`src/rtl/iq_port_pkg.sv`:
```
package iq_port_pkg;
  localparam int unsigned SAMPLE_W_DEF = 12;

  typedef enum logic {
    DUPLEX_FULL = 1'b0,
    DUPLEX_HALF = 1'b1
  } duplex_e;
endpackage

```
`src/rtl/iq_rx_serializer.sv`:
```
module iq_rx_serializer #(
  parameter int unsigned W = 12
) (
  input  logic         clk,
  input  logic         rst,
  input  logic         flush,
  input  logic         in_valid,
  input  logic [W-1:0] in_i,
  input  logic [W-1:0] in_q,
  output logic [W-1:0] word_o,
  output logic         iq_o,
  output logic         qclk_o
);
  logic [W-1:0] held_q;
  logic         q_pend;

  always_ff @(posedge clk) begin
    if (rst) begin
      word_o <= '0;
      iq_o   <= 1'b1;
      qclk_o <= 1'b0;
      held_q <= '0;
      q_pend <= 1'b0;
    end else if (flush) begin
      q_pend <= 1'b0;
    end else if (q_pend) begin
      word_o <= held_q;
      iq_o   <= 1'b0;
      qclk_o <= ~qclk_o;
      q_pend <= 1'b0;
    end else if (in_valid) begin
      word_o <= in_i;
      iq_o   <= 1'b1;
      held_q <= in_q;
      qclk_o <= ~qclk_o;
      q_pend <= 1'b1;
    end
  end


  q_word_follows_chk: assert property (@(posedge clk) disable iff (rst)
    (q_pend && !flush) |=> (!iq_o && $changed(qclk_o)));


  no_pair_during_q_chk: assert property (@(posedge clk) disable iff (rst)
    (q_pend && in_valid && !flush) |=> !q_pend);
endmodule

```
`src/rtl/iq_tx_pairer.sv`:
```
module iq_tx_pairer #(
  parameter int unsigned W = 12
) (
  input  logic         clk,
  input  logic         rst,
  input  logic         flush,
  input  logic         wen,
  input  logic         is_i,
  input  logic [W-1:0] word,
  output logic [W-1:0] pair_i_o,
  output logic [W-1:0] pair_q_o,
  output logic         pair_valid_o,
  output logic         orphan_o
);
  logic [W-1:0] held_i;
  logic         have_i;

  always_ff @(posedge clk) begin
    if (rst) begin
      held_i       <= '0;
      have_i       <= 1'b0;
      pair_i_o     <= '0;
      pair_q_o     <= '0;
      pair_valid_o <= 1'b0;
      orphan_o     <= 1'b0;
    end else begin
      pair_valid_o <= 1'b0;
      orphan_o     <= 1'b0;
      if (flush) begin
        have_i <= 1'b0;
      end else if (wen) begin
        if (is_i) begin
          held_i <= word;
          have_i <= 1'b1;
        end else if (have_i) begin
          pair_i_o     <= held_i;
          pair_q_o     <= word;
          pair_valid_o <= 1'b1;
          have_i       <= 1'b0;
        end else begin
          orphan_o <= 1'b1;
        end
      end
    end
  end


  orphan_not_valid_chk: assert property (@(posedge clk) disable iff (rst)
    orphan_o |-> !pair_valid_o);


  pair_spacing_chk: assert property (@(posedge clk) disable iff (rst)
    pair_valid_o |=> !pair_valid_o);
endmodule

```
`src/rtl/iq_bus_dir.sv`:
```
module iq_bus_dir (
  input  logic clk,
  input  logic rst,
  input  logic half_mode,
  input  logic dir_pin,
  input  logic clk_drive,
  output logic bus_oe_o,
  output logic cap_ok_o,
  output logic tqclk_o,
  output logic tqclk_oe_o
);
  always_ff @(posedge clk) begin
    if (rst) begin
      bus_oe_o   <= 1'b0;
      tqclk_o    <= 1'b0;
      tqclk_oe_o <= 1'b0;
    end else begin
      bus_oe_o   <= half_mode ? ~dir_pin : 1'b1;
      tqclk_oe_o <= clk_drive;
      tqclk_o    <= clk_drive ? ~tqclk_o : 1'b0;
    end
  end

  // capture only once the output driver has been off for a full clock
  assign cap_ok_o = half_mode & dir_pin & ~bus_oe_o;


  tqclk_quiet_chk: assert property (@(posedge clk) disable iff (rst)
    !tqclk_oe_o |-> !tqclk_o);
endmodule

```
`src/rtl/iq_port_top.sv`:
```
module iq_port_top
  import iq_port_pkg::*;
#(
  parameter int unsigned W = SAMPLE_W_DEF
) (
  input  logic         clk,
  input  logic         rst,
  input  logic         half_duplex,
  input  logic         tx_clk_drive,
  input  logic         rx_valid,
  input  logic [W-1:0] rx_i,
  input  logic [W-1:0] rx_q,
  input  logic [W-1:0] tx_d,
  input  logic         txiq_txnrx,
  input  logic         tx_wen,
  input  logic [W-1:0] trx_din,
  input  logic         trx_iq_i,
  output logic [W-1:0] trx_dout,
  output logic         trx_oe,
  output logic         trx_iq_o,
  output logic         rx_qclk,
  output logic         tx_qclk_o,
  output logic         tx_qclk_oe,
  output logic [W-1:0] dac_i,
  output logic [W-1:0] dac_q,
  output logic         dac_valid,
  output logic         pair_err
);
  duplex_e      mode_q, mode_now;
  logic         mode_chg;
  logic         cap_ok;
  logic         word_wen;
  logic         word_is_i;
  logic [W-1:0] word_sel;

  assign mode_now = duplex_e'(half_duplex);

  always_ff @(posedge clk) begin
    if (rst) mode_q <= mode_now;
    else     mode_q <= mode_now;
  end

  assign mode_chg = (mode_now != mode_q);

  always_comb begin
    if (mode_now == DUPLEX_HALF) begin
      word_sel  = trx_din;
      word_is_i = trx_iq_i;
      word_wen  = tx_wen & cap_ok & ~mode_chg;
    end else begin
      word_sel  = tx_d;
      word_is_i = txiq_txnrx;
      word_wen  = tx_wen & ~mode_chg;
    end
  end

  iq_bus_dir u_dir (
    .clk        (clk),
    .rst        (rst),
    .half_mode  (mode_now == DUPLEX_HALF),
    .dir_pin    (txiq_txnrx),
    .clk_drive  (tx_clk_drive),
    .bus_oe_o   (trx_oe),
    .cap_ok_o   (cap_ok),
    .tqclk_o    (tx_qclk_o),
    .tqclk_oe_o (tx_qclk_oe)
  );

  iq_rx_serializer #(.W(W)) u_rx (
    .clk      (clk),
    .rst      (rst),
    .flush    (mode_chg),
    .in_valid (rx_valid),
    .in_i     (rx_i),
    .in_q     (rx_q),
    .word_o   (trx_dout),
    .iq_o     (trx_iq_o),
    .qclk_o   (rx_qclk)
  );

  iq_tx_pairer #(.W(W)) u_tx (
    .clk          (clk),
    .rst          (rst),
    .flush        (mode_chg),
    .wen          (word_wen),
    .is_i         (word_is_i),
    .word         (word_sel),
    .pair_i_o     (dac_i),
    .pair_q_o     (dac_q),
    .pair_valid_o (dac_valid),
    .orphan_o     (pair_err)
  );


  reset_state_chk: assert property (@(posedge clk) disable iff (rst)
    $past(rst) |-> (!trx_oe && trx_iq_o && !dac_valid && !pair_err && !tx_qclk_oe));


  turnaround_oe_chk: assert property (@(posedge clk) disable iff (rst)
    (half_duplex && txiq_txnrx) |=> !trx_oe);


  full_drives_chk: assert property (@(posedge clk) disable iff (rst)
    !half_duplex |=> trx_oe);


  mode_flush_chk: assert property (@(posedge clk) disable iff (rst)
    mode_chg |=> (!dac_valid && !pair_err));
endmodule

```
`config.mk`:
```
export PLATFORM = sky130hd
export DESIGN_NAME = iq_port_top
export DESIGN_NICKNAME = d
export VERILOG_FILES = /design/src/rtl/iq_port_pkg.sv /design/src/rtl/iq_rx_serializer.sv /design/src/rtl/iq_tx_pairer.sv /design/src/rtl/iq_bus_dir.sv /design/src/rtl/iq_port_top.sv
export SDC_FILE = /design/constraint.sdc
export NUM_CORES = 1
export LEC_CHECK = 0
export ABC_CLOCK_PERIOD_IN_PS = 2100
export BUFFER_PORTS_ARGS = -buffer_cell sky130_fd_sc_hd__buf_4
export CAP_MARGIN = 20
export CORE_ASPECT_RATIO = 0.7
export CORE_MARGIN = 5
export CORE_UTILIZATION = 50
export CTS_CLUSTER_SIZE = 20
export DETAILED_ROUTE_END_ITERATION = 8
export GPL_TIMING_DRIVEN = 1
export PLACE_DENSITY = 0.79
export SLEW_MARGIN = 30
export SYNTH_ARGS = -nofsm -noshare
export SYNTH_HDL_FRONTEND = slang
export SYNTH_SLANG_ARGS = --single-unit
```
`constraint.sdc`:
```
create_clock -name clk -period 2.1 [get_ports clk]
set_input_delay 0.42 -clock clk [delete_from_list [all_inputs] [get_ports clk]]
set_output_delay 0.42 -clock clk [all_outputs]
set_load 0.02 [all_outputs]
```
Word level (Yosys, flattened, before mapping)
Cells that the tools add are included.
{ "word_totals": {"register_bits": 70, "inputBits": 56, "word_cells": 53} }
{ "op_classes": {"eq_ne": 1, "mux": 14, "n_bitwise": 14, "reduce_logical": 9} }
{ "ops": {"columns": ["operator", "count"], "rows": [
  ["$mux 12", 3],
  ["$mux 1", 11],
  ["$not 1->1", 9],
  ["$reduce_and 3->1", 2],
  ["$and 1x1->1", 5],
  ["$reduce_and 4->1", 1],
  ["$reduce_or 2->1", 2],
  ["$reduce_or 4->1", 1],
  ["$reduce_or 3->1", 1],
  ["$reduce_and 2->1", 1],
  ["$reduce_bool 2->1", 1],
  ["$ne 1x1->1", 1]
]} }

Longest topological paths before layout
{ "logic_depth": {"ltp_word": 7, "depth_mapped": 6, "depth_no_buf": 3} }

Hierarchy
From an unflattened synthesis, not the netlist that was laid out.
{ "hier_totals": {"hier_cells": 261, "hier_area_um2": 3029.2} }
{ "by_module_without_submodules": {"columns": ["mod", "n_inst", "cells_each", "area_each_um2", "seq_area_each_um2"], "rows": [
  ["iq_tx_pairer", 1, 142, 1579.0, 780.7],
  ["iq_rx_serializer", 1, 92, 1102.3, 540.5],
  ["iq_port_top", 1, 20, 255.2, 20.0],
  ["iq_bus_dir", 1, 7, 92.6, 60.1]
]} }

Worst setup path before layout
No wires, ideal clock.
{ "synth_timing": {"path_kind": "input to register", "startpoint": "input port half_duplex", "endpoint": "register u_tx.pair_q_o[6]", "setup_ps": 121, "arrival_ps": 1580, "path_slack_ps": 400, "path_stages": 4, "n_path_buf": 1, "cell_sequence": "buf_6 -> or3_4 -> o22ai_2 -> mux2_2"} }
{ "synth_via": {"elab_chain_cells": 6} }
{ "synth_lines": {"columns": ["item", "line", "text"], "rows": [
  ["start, declared", "iq_port_top.sv:8", "input logic half_duplex,"],
  ["$and 1x1->1 (2 in series)", "iq_bus_dir.sv:25", "assign cap_ok_o = half_mode & dir_pin & ~bus_oe_o;"],
  ["$and 1x1->1 (2 in series)", "iq_port_top.sv:49", "word_wen = tx_wen & cap_ok & ~mode_chg;"],
  ["$mux 1", "iq_port_top.sv:46", "if (mode_now == DUPLEX_HALF) begin"],
  ["$reduce_and 4->1 (no source line)", null, null],
  ["end signal, assigned", "iq_tx_pairer.sv:37", "pair_q_o <= word;"],
  ["end, declared", "iq_tx_pairer.sv:11", "output logic [W-1:0] pair_q_o,"]
]} }
Several ways; a longest one is shown, not always the timed one.
A chain may end at the register's enable or synchronous reset.

Worst setup path in the final report
{ "layout_timing": {"startpoint": "register mode_q", "endpoint": "register u_tx.pair_q_o[7]"} }
{ "layout_via": {"elab_chain_cells": 5} }
{ "layout_lines": {"columns": ["item", "line", "text"], "rows": [
  ["start, declared", "iq_port_top.sv:29", "duplex_e mode_q, mode_now;"],
  ["start signal, assigned", "iq_port_top.sv:39", "if (rst) mode_q <= mode_now;"],
  ["start signal, assigned", "iq_port_top.sv:40", "else mode_q <= mode_now;"],
  ["$ne 1x1->1 (*)", "iq_port_top.sv:43", "assign mode_chg = (mode_now != mode_q);"],
  ["$not 1->1 (no source line) (*)", null, null],
  ["$and 1x1->1 (on tied branches)", "iq_port_top.sv:53, iq_port_top.sv:49", null],
  ["$mux 1", "iq_port_top.sv:46", null],
  ["$reduce_and 4->1 (no source line) (*)", null, null]
]} }
Every way passes the cells marked *; elsewhere a longest branch is shown, timed or not.

==> metrics <==
status=finished clean; RSZ-0062 raised after global routing=no; Die X=102 microns; setup bufs post-CTS=0; Antenna Cells=0; Hold Path Class=in2reg; reg-to-reg startpoint=mode_q; worst reg-to-reg path cell count=3; Crit. End Element=flop; Cell Area, Synth=2960 sq um; WP buf/inv=0; die area=7590 sq um; critical path depth=3; Critical Path, Cell by Cell=or3_4, o22a_1, mux2_4; DR pass1 iterations=4; synthesized flop and latch total=70; syn_area_per_cell=10.2 sq um; ratio of cells with drive above 1 in the final layout=0.387; worst skew pair latency=0.34 ns; # DRC=0; port bufs=98; sequential power share=0.482; clk sinks=70; Max Freq=597 MHz; Fin Setup TNS=0 ns; WL final=7.27 mm; Starting Density=0.517; total I/O pin count=99; Slew @ Worst Pin=0.804 ns; vias per cell=5.29; gr ovfl total=0; Critical Path RT=2.33 ns; CTS clk-pin slew, worst paths=0.07 ns; CP top delay family=compound AO/OA/AOI/OAI gates; post-synthesis instance total=291; Critical Path AT=1.90 ns; Final ANT Viol Nets=0; Switching Power=0.754 mW; Static Leak=1.69 nW; CP endpoint=u_tx.pair_q_o[7]; P_int=2.20 mW; sw frac=0.256; reg-to-reg slack, setup=0.42 ns; Fin. Hold Viols=0; Tot GR Track Use=0.199; crit path kind=reg2reg; Final Critical Period=1.68 ns; post-CTS resize count=0; Worst Hold Launch=rx_q[0]; number of CTS-inserted buffers=9; Yosys cell types=35; power share of the clock group=0.378; area added between synthesis and finish=33.3%; Die Y=74.4 microns; crit-path max FO=10; initial antenna violation count=0; post-synthesis sequential area ratio=0.473; largest net degree at the start of global routing=40; Final Slew Violations=0; Max VDD drop=531 uV; Placement Rows=23; Final Core Density=0.690; routed len/inst=15.6 microns; Clk Tree Root Cell=clkbuf_8; Ys Warns=0; first-pass GRT wire length=11.8 mm; CP peak stage delay=0.43 ns; Worst setup SP type=flop; Core Region=5730 sq um; slowest stage cell, crit path=o22a_1; via count=2,462; initial drt markers=57; CTS tree=built; max-cap violations=0; # fillers=460; vias in the first global route=2,459; CTS H-Tree Depth=3; Tcrit/Tclk final=0.798; Gate power share=0.140; worst reg2reg endpoint=u_tx.pair_q_o[7]; nets@finish=441; Layout Skew=0.0114 ns; hold buffer count at cts=0; Slew HR=0.462; Placer Congestion=0.790; PwrDens=747 nW/um^2; CTS Buffer Depth=2; Synth Net Count=347; final setup violation count=0; DP HPWL=5.45 mm; CP startpoint=mode_q
layer usage:
layer | track usage | wire, microns
met3 | 0.0703 | 513
met4 | 0.0684 | 106
met1 | 0.267 | 3460
met5 | 0 | 0
met2 | 0.299 | 3190
layout make-up:
type | count | area, sq um | share of cell area
repair buffers | 107 | 803 | 0.203
well taps | 75 | 93.8 | 0.0238
flip-flops and latches | 70 | 1400 | 0.355
multi-input cells | 191 | 1420 | 0.359
clock buffers | 11 | 151 | 0.0383
inverters | 6 | 22.5 | 0.00570
clock inverters | 5 | 57.6 | 0.0146
power groups by stage:
| stage | logic, mW | registers, mW | clock network (mW) |
|---|---|---|---|
| global placement | 0.406 | 1.45 | 0 |
| floorplan | 0.202 | 1.48 | 0 |
| finish | 0.414 | 1.42 | 1.12 |
| global route | 0.451 | 1.43 | 1.19 |
| CTS | 0.415 | 1.42 | 1.13 |
| detailed placement | 0.413 | 1.45 | 0 |
through the flow:
stage          total power, mW  cell area, sq um  cells  worst slack (ns)  hold slack (ns)
2_1_floorplan             1.68              2960    291             0.400            0.434
3_3_place_gp              1.86              3740    449             0.154            0.406
3_5_place_dp              1.86              3740    449            0.0880            0.435
4_1_cts                   2.96              3950    465             0.429            0.276
5_1_grt                   3.07              3950    465             0.272            0.279
6_report                  2.95              3950    465             0.424            0.287
sequential cells by signal (all words and copies together), names as in the netlist, 12 cells and up:
signal,flops
u_rx.held_q,12
u_rx.word_o,12
u_tx.held_i,12
u_tx.pair_i_o,12
u_tx.pair_q_o,12
synthesized netlist by cell type (all sizes together):
cell / count / area [sq um]
a21oi: 16 / 83.8
nor2: 13 / 48.8
or2: 2 / 12.5
a22o: 12 / 105
xnor2: 1 / 8.76
o31a: 1 / 8.76
o21ai: 2 / 10.0
a21o: 1 / 7.51
clkbuf: 16 / 60.1
nor4b: 1 / 8.76
nand4b: 2 / 17.5
nand2: 31 / 116
inv: 6 / 22.5
a211oi: 16 / 120
and2: 1 / 6.26
nand3: 11 / 55.1
o22ai: 1 / 12.5
nor2b: 12 / 75.1
nand2b: 1 / 6.26
mux2i: 36 / 360
dfxtp: 70 / 1400
o22a: 1 / 8.76
and4: 1 / 8.76
nor3: 1 / 5.00
nand3b: 1 / 7.51
a31oi: 1 / 6.26
buf: 8 / 58.8
o221a: 11 / 124
or3: 2 / 17.5
mux2: 12 / 169
xor2: 1 / 8.76
worst min-delay path by stage:
stage | end | slack [ns] | cells past startpoint
floorplan | u_tx.held_i[0] | 0.43 | 2
global placement | u_dir.tqclk_o | 0.41 | 1
detailed placement | u_dir.tqclk_o | 0.44 | 1
CTS | u_rx.held_q[0] | 0.28 | 2
global route | u_rx.held_q[4] | 0.28 | 2
finish | u_rx.held_q[0] | 0.29 | 2
layout by cell type, fill, tap and decap left out, types with 2 or more instances in the layout:
cell,n
buf_4,107
mux2_4,9
o221a_2,11
clkinvlp_4,3
nor2_1,13
or2_2,2
mux2_2,3
o21ai_0,2
a22o_1,12
mux2i_1,36
dfxtp_1,70
nand2_1,31
nand4b_1,2
nor2b_1,12
a211oi_1,16
nand3_1,11
clkbuf_8,11
a21oi_1,15
inv_1,6
logic make-up after synthesis:
| family | synth area share |
|---|---|
| buffers and inverters | 0.0477 |
| AND/OR/NAND/NOR | 0.130 |
| multiplexers | 0.179 |
| flip-flops | 0.473 |
| XOR/XNOR | 0.00592 |
| AO/OA/AOI/OAI | 0.164 |
Power figures use the tool's default switching activity.
